`config.mk`:
```
export PLATFORM = sky130hd
export DESIGN_NAME = irq_source_ctl
export DESIGN_NICKNAME = d
export VERILOG_FILES = /design/src/rtl/irq_src_pkg.sv /design/src/rtl/irq_src_ctrl.sv /design/src/rtl/irq_src_data.sv /design/src/rtl/irq_source_ctl.sv
export SDC_FILE = /design/constraint.sdc
export NUM_CORES = 1
export LEC_CHECK = 0
export BUFFER_PORTS_ARGS = -buffer_cell sky130_fd_sc_hd__buf_2
export CORE_MARGIN = 4
export CORE_UTILIZATION = 50
export DETAILED_ROUTE_END_ITERATION = 8
export GPL_ROUTABILITY_DRIVEN = 0
export HOLD_SLACK_MARGIN = 0.08
export PLACE_DENSITY = 0.66
export SYNTH_ARGS = -nofsm -noshare
export SYNTH_HDL_FRONTEND = slang
export SYNTH_SLANG_ARGS = --single-unit
```
`constraint.sdc`:
```
create_clock -name clk -period 5.7 [get_ports clk]
set_clock_uncertainty 0.05 [all_clocks]
set_input_delay 0.57 -clock clk [delete_from_list [all_inputs] [get_ports clk]]
set_output_delay 0.57 -clock clk [all_outputs]
set_load 0.03 [all_outputs]
```
`src/rtl/irq_src_pkg.sv`:
```
package irq_src_pkg;

  localparam logic [7:0] PRIO_MASKED = 8'hFF;

  typedef enum logic [2:0] {
    OP_EVENT  = 3'd0,
    OP_TARGET = 3'd1,
    OP_OFF    = 3'd2,
    OP_ON     = 3'd3,
    OP_QUERY  = 3'd4,
    OP_REJECT = 3'd5,
    OP_EOI    = 3'd6,
    OP_RESEND = 3'd7
  } cmd_op_e;

  typedef enum logic [3:0] {
    ACT_NONE,
    ACT_EVENT,
    ACT_TARGET,
    ACT_OFF,
    ACT_ON,
    ACT_QUERY,
    ACT_REJECT,
    ACT_EOI,
    ACT_SCAN
  } act_e;

  typedef struct packed {
    act_e act;
    logic rspEn;
    logic rspErr;
  } strobe_t;

endpackage

```
`src/rtl/irq_src_ctrl.sv`:
```
module irq_src_ctrl
  import irq_src_pkg::*;
#(
  parameter int NUM_SRC     = 8,
  parameter int NUM_SERVERS = 4,
  parameter int BASE        = 4096,
  parameter int NUM_W       = 16,
  parameter int IDX_W       = 3
) (
  input  logic             clk,
  input  logic             rstN,
  input  logic             cmdValid,
  input  cmd_op_e          cmdOp,
  input  logic [NUM_W-1:0] cmdNum,
  input  logic [7:0]       cmdServer,
  input  logic [8:0]       cmdPrio,
  input  logic             slotFree,
  output strobe_t          strobe,
  output logic [IDX_W-1:0] stepIdx,
  output logic             busy
);

  localparam logic [NUM_W-1:0] NUM_LO  = NUM_W'(BASE);
  localparam logic [NUM_W-1:0] NUM_HI  = NUM_W'(BASE + NUM_SRC);
  localparam logic [8:0]       SRV_LIM = 9'(NUM_SERVERS);
  localparam logic [IDX_W-1:0] LAST    = IDX_W'(NUM_SRC - 1);

  logic             scanActive;
  logic [IDX_W-1:0] scanIdx;
  logic             accept;
  logic             numOk;
  logic             srvOk;
  logic [IDX_W-1:0] localIdx;

  assign busy     = scanActive || !slotFree;
  assign accept   = cmdValid && !busy;
  assign numOk    = (cmdNum >= NUM_LO) && (cmdNum < NUM_HI);
  assign srvOk    = {1'b0, cmdServer} < SRV_LIM;
  assign localIdx = IDX_W'(cmdNum - NUM_LO);

  always_comb begin
    strobe  = '{act: ACT_NONE, rspEn: 1'b0, rspErr: 1'b0};
    stepIdx = localIdx;
    if (scanActive) begin
      stepIdx = scanIdx;
      if (slotFree) strobe.act = ACT_SCAN;
    end else if (accept) begin
      case (cmdOp)
        OP_EVENT:  if (numOk) strobe.act = ACT_EVENT;
        OP_REJECT: if (numOk) strobe.act = ACT_REJECT;
        OP_EOI:    if (numOk) strobe.act = ACT_EOI;
        OP_TARGET: begin
          strobe.rspEn = 1'b1;
          if (numOk && srvOk && !cmdPrio[8]) strobe.act = ACT_TARGET;
          else strobe.rspErr = 1'b1;
        end
        OP_OFF, OP_ON, OP_QUERY: begin
          strobe.rspEn = 1'b1;
          if (!numOk) strobe.rspErr = 1'b1;
          else if (cmdOp == OP_OFF) strobe.act = ACT_OFF;
          else if (cmdOp == OP_ON) strobe.act = ACT_ON;
          else strobe.act = ACT_QUERY;
        end
        default: strobe.act = ACT_NONE;
      endcase
    end
  end

  always_ff @(posedge clk or negedge rstN) begin
    if (!rstN) begin
      scanActive <= 1'b0;
      scanIdx    <= '0;
    end else if (!scanActive) begin
      if (accept && cmdOp == OP_RESEND) begin
        scanActive <= 1'b1;
        scanIdx    <= '0;
      end
    end else if (slotFree) begin
      if (scanIdx == LAST) scanActive <= 1'b0;
      else scanIdx <= scanIdx + 1'b1;
    end
  end

endmodule

```
`src/rtl/irq_src_data.sv`:
```
module irq_src_data
  import irq_src_pkg::*;
#(
  parameter int NUM_SRC = 8,
  parameter int SRV_W   = 2,
  parameter int BASE    = 4096,
  parameter int NUM_W   = 16,
  parameter int IDX_W   = 3
) (
  input  logic               clk,
  input  logic               rstN,
  input  strobe_t            strobe,
  input  logic [IDX_W-1:0]   stepIdx,
  input  logic [NUM_SRC-1:0] srcIsLevel,
  input  logic               cmdLevel,
  input  logic [SRV_W-1:0]   cmdServer,
  input  logic [7:0]         cmdPrio,
  input  logic               offerReady,
  output logic               slotFree,
  output logic               offerValid,
  output logic [SRV_W-1:0]   offerServer,
  output logic [NUM_W-1:0]   offerNum,
  output logic [7:0]         offerPrio,
  output logic               rspValid,
  output logic               rspErr,
  output logic [SRV_W-1:0]   rspServer,
  output logic [7:0]         rspPrio
);

  typedef struct packed {
    logic [SRV_W-1:0] server;
    logic [7:0]       prio;
    logic [7:0]       saved;
    logic             asserted;
    logic             sent;
    logic             rejected;
    logic             maskPend;
  } entry_t;

  localparam logic [NUM_W-1:0] NUM_LO = NUM_W'(BASE);

  entry_t tbl [NUM_SRC];
  entry_t cur;
  entry_t nxt;
  logic   isLevel;
  logic   inRange;
  logic   fire;
  logic   applyWrite;
  logic   writeEn;

  assign inRange  = int'(stepIdx) < NUM_SRC;
  assign cur      = inRange ? tbl[stepIdx] : '0;
  assign isLevel  = inRange ? srcIsLevel[stepIdx] : 1'b0;
  assign slotFree = !offerValid || offerReady;
  assign writeEn  = inRange && (strobe.act != ACT_NONE) && (strobe.act != ACT_QUERY);

  always_comb begin
    nxt        = cur;
    fire       = 1'b0;
    applyWrite = 1'b0;
    case (strobe.act)
      ACT_EVENT: begin
        if (isLevel) begin
          nxt.asserted = cmdLevel;
          applyWrite   = 1'b1;
        end else if (cmdLevel) begin
          if (cur.prio == PRIO_MASKED) nxt.maskPend = 1'b1;
          else fire = 1'b1;
        end
      end
      ACT_TARGET: begin
        nxt.server = cmdServer;
        nxt.prio   = cmdPrio;
        nxt.saved  = cmdPrio;
        applyWrite = 1'b1;
      end
      ACT_OFF: begin
        nxt.prio   = PRIO_MASKED;
        nxt.saved  = cur.prio;
        applyWrite = 1'b1;
      end
      ACT_ON: begin
        nxt.prio   = cur.saved;
        applyWrite = 1'b1;
      end
      ACT_REJECT: begin
        nxt.rejected = 1'b1;
        nxt.sent     = 1'b0;
      end
      ACT_EOI: if (isLevel) nxt.sent = 1'b0;
      ACT_SCAN: begin
        if (isLevel) applyWrite = 1'b1;
        else if (cur.rejected) begin
          nxt.rejected = 1'b0;
          fire         = (cur.prio != PRIO_MASKED);
        end
      end
      default: ;
    endcase
    // shared offer rules after a state change
    if (applyWrite) begin
      if (isLevel) begin
        if (nxt.prio != PRIO_MASKED && nxt.asserted && !nxt.sent) begin
          nxt.sent = 1'b1;
          fire     = 1'b1;
        end
      end else if (nxt.maskPend && nxt.prio != PRIO_MASKED) begin
        nxt.maskPend = 1'b0;
        fire         = 1'b1;
      end
    end
  end

  always_ff @(posedge clk or negedge rstN) begin
    if (!rstN) begin
      for (int i = 0; i < NUM_SRC; i++) begin
        tbl[i] <= '{server: '0, prio: PRIO_MASKED, saved: PRIO_MASKED,
                    asserted: 1'b0, sent: 1'b0, rejected: 1'b0, maskPend: 1'b0};
      end
    end else if (writeEn) begin
      tbl[stepIdx] <= nxt;
    end
  end

  always_ff @(posedge clk or negedge rstN) begin
    if (!rstN) begin
      offerValid  <= 1'b0;
      offerServer <= '0;
      offerNum    <= '0;
      offerPrio   <= '0;
    end else if (fire) begin
      offerValid  <= 1'b1;
      offerServer <= nxt.server;
      offerNum    <= NUM_LO + NUM_W'(stepIdx);
      offerPrio   <= nxt.prio;
    end else if (offerReady) begin
      offerValid  <= 1'b0;
    end
  end

  always_ff @(posedge clk or negedge rstN) begin
    if (!rstN) begin
      rspValid  <= 1'b0;
      rspErr    <= 1'b0;
      rspServer <= '0;
      rspPrio   <= '0;
    end else begin
      rspValid  <= strobe.rspEn;
      rspErr    <= strobe.rspErr;
      rspServer <= strobe.rspErr ? '0 : nxt.server;
      rspPrio   <= strobe.rspErr ? '0 : nxt.prio;
    end
  end

endmodule

```
`src/rtl/irq_source_ctl.sv`:
```
module irq_source_ctl
  import irq_src_pkg::*;
#(
  parameter int NUM_SRC     = 8,
  parameter int NUM_SERVERS = 4,
  parameter int BASE        = 4096,
  parameter int NUM_W       = 16,
  localparam int SRV_W      = (NUM_SERVERS > 1) ? $clog2(NUM_SERVERS) : 1,
  localparam int IDX_W      = (NUM_SRC > 1) ? $clog2(NUM_SRC) : 1
) (
  input  logic               clk,
  input  logic               rstN,
  input  logic [NUM_SRC-1:0] srcIsLevel,
  input  logic               cmdValid,
  input  logic [2:0]         cmdOp,
  input  logic [NUM_W-1:0]   cmdNum,
  input  logic [7:0]         cmdServer,
  input  logic [8:0]         cmdPrio,
  input  logic               cmdLevel,
  output logic               busy,
  output logic               rspValid,
  output logic               rspErr,
  output logic [SRV_W-1:0]   rspServer,
  output logic [7:0]         rspPrio,
  output logic               offerValid,
  input  logic               offerReady,
  output logic [SRV_W-1:0]   offerServer,
  output logic [NUM_W-1:0]   offerNum,
  output logic [7:0]         offerPrio
);

  strobe_t          strobe;
  logic [IDX_W-1:0] stepIdx;
  logic             slotFree;

  irq_src_ctrl #(
    .NUM_SRC(NUM_SRC), .NUM_SERVERS(NUM_SERVERS), .BASE(BASE),
    .NUM_W(NUM_W), .IDX_W(IDX_W)
  ) u_ctrl (
    .clk(clk), .rstN(rstN), .cmdValid(cmdValid), .cmdOp(cmd_op_e'(cmdOp)),
    .cmdNum(cmdNum), .cmdServer(cmdServer), .cmdPrio(cmdPrio),
    .slotFree(slotFree), .strobe(strobe), .stepIdx(stepIdx), .busy(busy)
  );

  irq_src_data #(
    .NUM_SRC(NUM_SRC), .SRV_W(SRV_W), .BASE(BASE), .NUM_W(NUM_W), .IDX_W(IDX_W)
  ) u_data (
    .clk(clk), .rstN(rstN), .strobe(strobe), .stepIdx(stepIdx),
    .srcIsLevel(srcIsLevel), .cmdLevel(cmdLevel),
    .cmdServer(cmdServer[SRV_W-1:0]), .cmdPrio(cmdPrio[7:0]),
    .offerReady(offerReady), .slotFree(slotFree),
    .offerValid(offerValid), .offerServer(offerServer), .offerNum(offerNum),
    .offerPrio(offerPrio), .rspValid(rspValid), .rspErr(rspErr),
    .rspServer(rspServer), .rspPrio(rspPrio)
  );

endmodule

```
==> metrics <==
row count=52; gr usage total=0.260; final count of negative-setup-slack endpoints=0; yosys warns=0; TritonCTS sink count=207; Synth Area per Inst=9.95 um2; Crit-path slowest cell=dfrtp_1; IO Port Bufs=76; commonest non-fill, non-tap cell in the layout=nor2_1; achievable frequency=213 MHz; RSZ-0062 raised after global routing=no; RR Startpoint=u_ctrl.scanActive; R2R cell count=10; CP max stage delay=0.78 ns; Worst Hold Class=reg -> reg; status=finished, final reports clean; critical path required time=6.04 ns; Compound-Gate Fraction of Synth Area=0.156; final count of hold timing violations=0; layer with the highest usage=met2; Final WS setup=1.01 ns; CTS root buf=clkbuf_16; vias in the first global route=7956; commonest non-fill, non-tap cells in the layout=nor2_1 (160), a21oi_1 (137), dfstp_2 (128), nand2_1 (109), dfrtp_1 (79); post-detail-place hpwl=19.2 mm; met2 usage=0.401; sequential share of the synthesized area=0.520; DR WL/cell=21.1 um; Async S/R FF share, synth=1.00; clock latency on the worst-skew pair=0.52 ns; IO Count=89; Routed Antenna Nets=0; first-pass GRT wire length=45.7 mm; DR iter-0 viols=693; Reg-to-Reg End=u_data.offerServer[0]; Die Width=151 um; total global routing overflow=0; share of cells above drive strength 1=0.319; post-CTS resize count=0; Layout area overhead=15.0%; dpl cell area=0.0109 mm2; count of pins over their slew limit=0; PD cells=709 mW/mm2; final worst path period share=0.823; via count=8117; clock slew seen by the registers of the worst setup and hold paths=0.06 ns; depth of the CTS H-tree=1; Max-cap violations=0; main combinational cell family by area after synthesis=simple AND/OR/NAND/NOR gates; Hold Buf Count CTS=1; clock tree buffer depth=3; Worst VDD drop=0.345 mV; DRT Pass-1 Iters=5; Slew HR=0.254; Post-Place Cells=1335; Final Instance Area=0.0118 mm2; global-route track usage on met3=0.0512; worst setup path end=u_data.offerServer[0]; Synth cell types=70; Critical Path, Cell by Cell=mux2_2 > buf_4 > mux4_2 > a21oi_1 > o22ai_1 > nor2_1 > or3b_1 > nor4b_4 > o31ai_4 > mux2_1; grt met1 use=0.366; CP endpoint kind=flip-flop; Period minus WS final=4.69 ns; Main synth FF type=dfstp_2; initial core utilization=0.508; Hold WS=0.428 ns; Yosys reg bits=207; diode count=0; CTS tree=built; Synth Area in Simple Gates=0.159; Adder-Cell Fraction of Synth Area=0.00243; Worst-Margin Slew=1.12 ns; critical setup path kind=reg -> reg; Critical Path AT=5.03 ns; nets=1142; Post-Layout Cell Count=1378; setup bufs post-CTS=0; Worst setup SP type=flip-flop; mux contribution to synthesized area=0.121; Die ar.=0.0229 mm2; CORE AREA=0.0202 mm2; worst-path fanout max=23; EDFF count, synth=0; R2R Setup Slk=1.01 ns; mapped cell area=0.0103 mm2; CP startpoint=u_ctrl.scanActive; total CTS buffers=23; Post-Place Worst Slack=1.03 ns; P_leak=5.04 nW; # DRC=0; XOR/XNOR Fraction of Synth Area=0.000852; Die Height=151 um; mean number of vias per cell=5.89; initial antenna violation count=0; post-synthesis cell count=1033; largest net degree at the start of global routing=127; setup TNS=0 ns; final WL=29.1 mm
-- worst max-delay path: cells and delay by family (launching register included) --
kind	cells	cell delay, ns
AOI/OAI and AO/OA	3	1.20
muxes	3	1.67
buffers and inverters	1	0.42
and+or+nand+nor	3	0.41
DFF	1	0.78
-- synthesized netlist by cell type (3+ instances only) --
cell type    n  share of area
nor2b_1      9         0.0055
o21ai_0     31          0.015
nand4_1      8         0.0049
nand2_1    109          0.040
nor3_1       9         0.0044
a22oi_1     11         0.0080
clkbuf_1    37          0.014
dfrtp_1     79           0.19
o21ai_1      5         0.0024
nand3_1     28          0.014
nor2_1     166          0.061
o21a_1       4         0.0029
inv_1       10         0.0037
nor3b_1      4         0.0029
mux2_2      63          0.069
o22a_1       9         0.0077
a31oi_1      8         0.0049
nand2b_1     8         0.0049
mux2_1       6         0.0066
and3_1       6         0.0037
buf_2       19         0.0093
mux2i_1     26          0.025
or3_1        3         0.0018
a311oi_1     3         0.0026
dfstp_2    128           0.33
o211ai_1     3         0.0022
buf_4       18          0.013
or2_1        3         0.0018
and2_1       3         0.0018
a21oi_1    137          0.067
a211oi_1     6         0.0044
a221oi_1     7         0.0060
mux4_2       8          0.018
o22ai_1     13         0.0079
-- cell type report --
class / instances / area, um2
Clock buffer: 29 / 618
Fill cell: 1761 / 8420
Clock inverter: 13 / 297
Tap cell: 270 / 338
Multi-Input combinational cell: 751 / 4620
Sequential cell: 207 / 5340
Timing Repair Buffer: 98 / 569
Inverter: 10 / 37.5
-- cell families after synthesis --
group,Yosys count
xor gates and xnor gates,1
buffers and inverters,86
and+or+nand+nor,369
AOI/OAI and AO/OA,262
muxes,105
adders and majority gates,2
DFF,207
other,1
-- state kept, by name, indices dropped and copies added, names as in the netlist --
name and count:
u_data.rspValid 1, u_data.rspServer 2, u_data.offerServer 2, u_ctrl.scanIdx 3
u_data.tbl 176, u_data.rspPrio 8, u_data.offerValid 1, u_ctrl.scanActive 1
u_data.offerNum 4, u_data.offerPrio 8, u_data.rspErr 1
-- metrics by stage --
stage	power [W]	util
floorplan	0.00538	-
global placement	0.00652	0.538
detailed placement	0.00659	0.538
CTS	0.00840	0.584
global route	0.00891	0.584
finish	0.00838	0.584
-- how the worst min path moves through the flow --
stage	from	slack [ns]	depth (start not counted)	to
after floorplan	rstN	0.22	0	u_ctrl.scanActive
after global placement	u_data.offerNum[12]	0.40	1	u_data.offerNum[12]
after detailed placement	u_data.offerNum[12]	0.41	1	u_data.offerNum[12]
after CTS	cmdOp[2]	0.42	3	u_data.rspValid
after global routing	cmdValid	0.44	3	u_ctrl.scanActive
final	u_data.offerNum[12]	0.43	1	u_data.offerNum[12]
-- power by group --
group	leakage (nW)	total, W	internal (W)	switching [W]
clock network	0.442	0.00178	0.00118	0.000601
logic	2.22	0.00382	0.00127	0.00255
registers	2.38	0.00279	0.00242	0.000364
total	5.04	0.00838	0.00487	0.00352
-- routing by layer --
metal	vias up	wire length (um)
li1	3754	-
met1	3943	12700
met2	338	12900
met3	82	2300
met4	0	1200
met5	-	0
No activity file was read; power rests on OpenSTA's default activity.
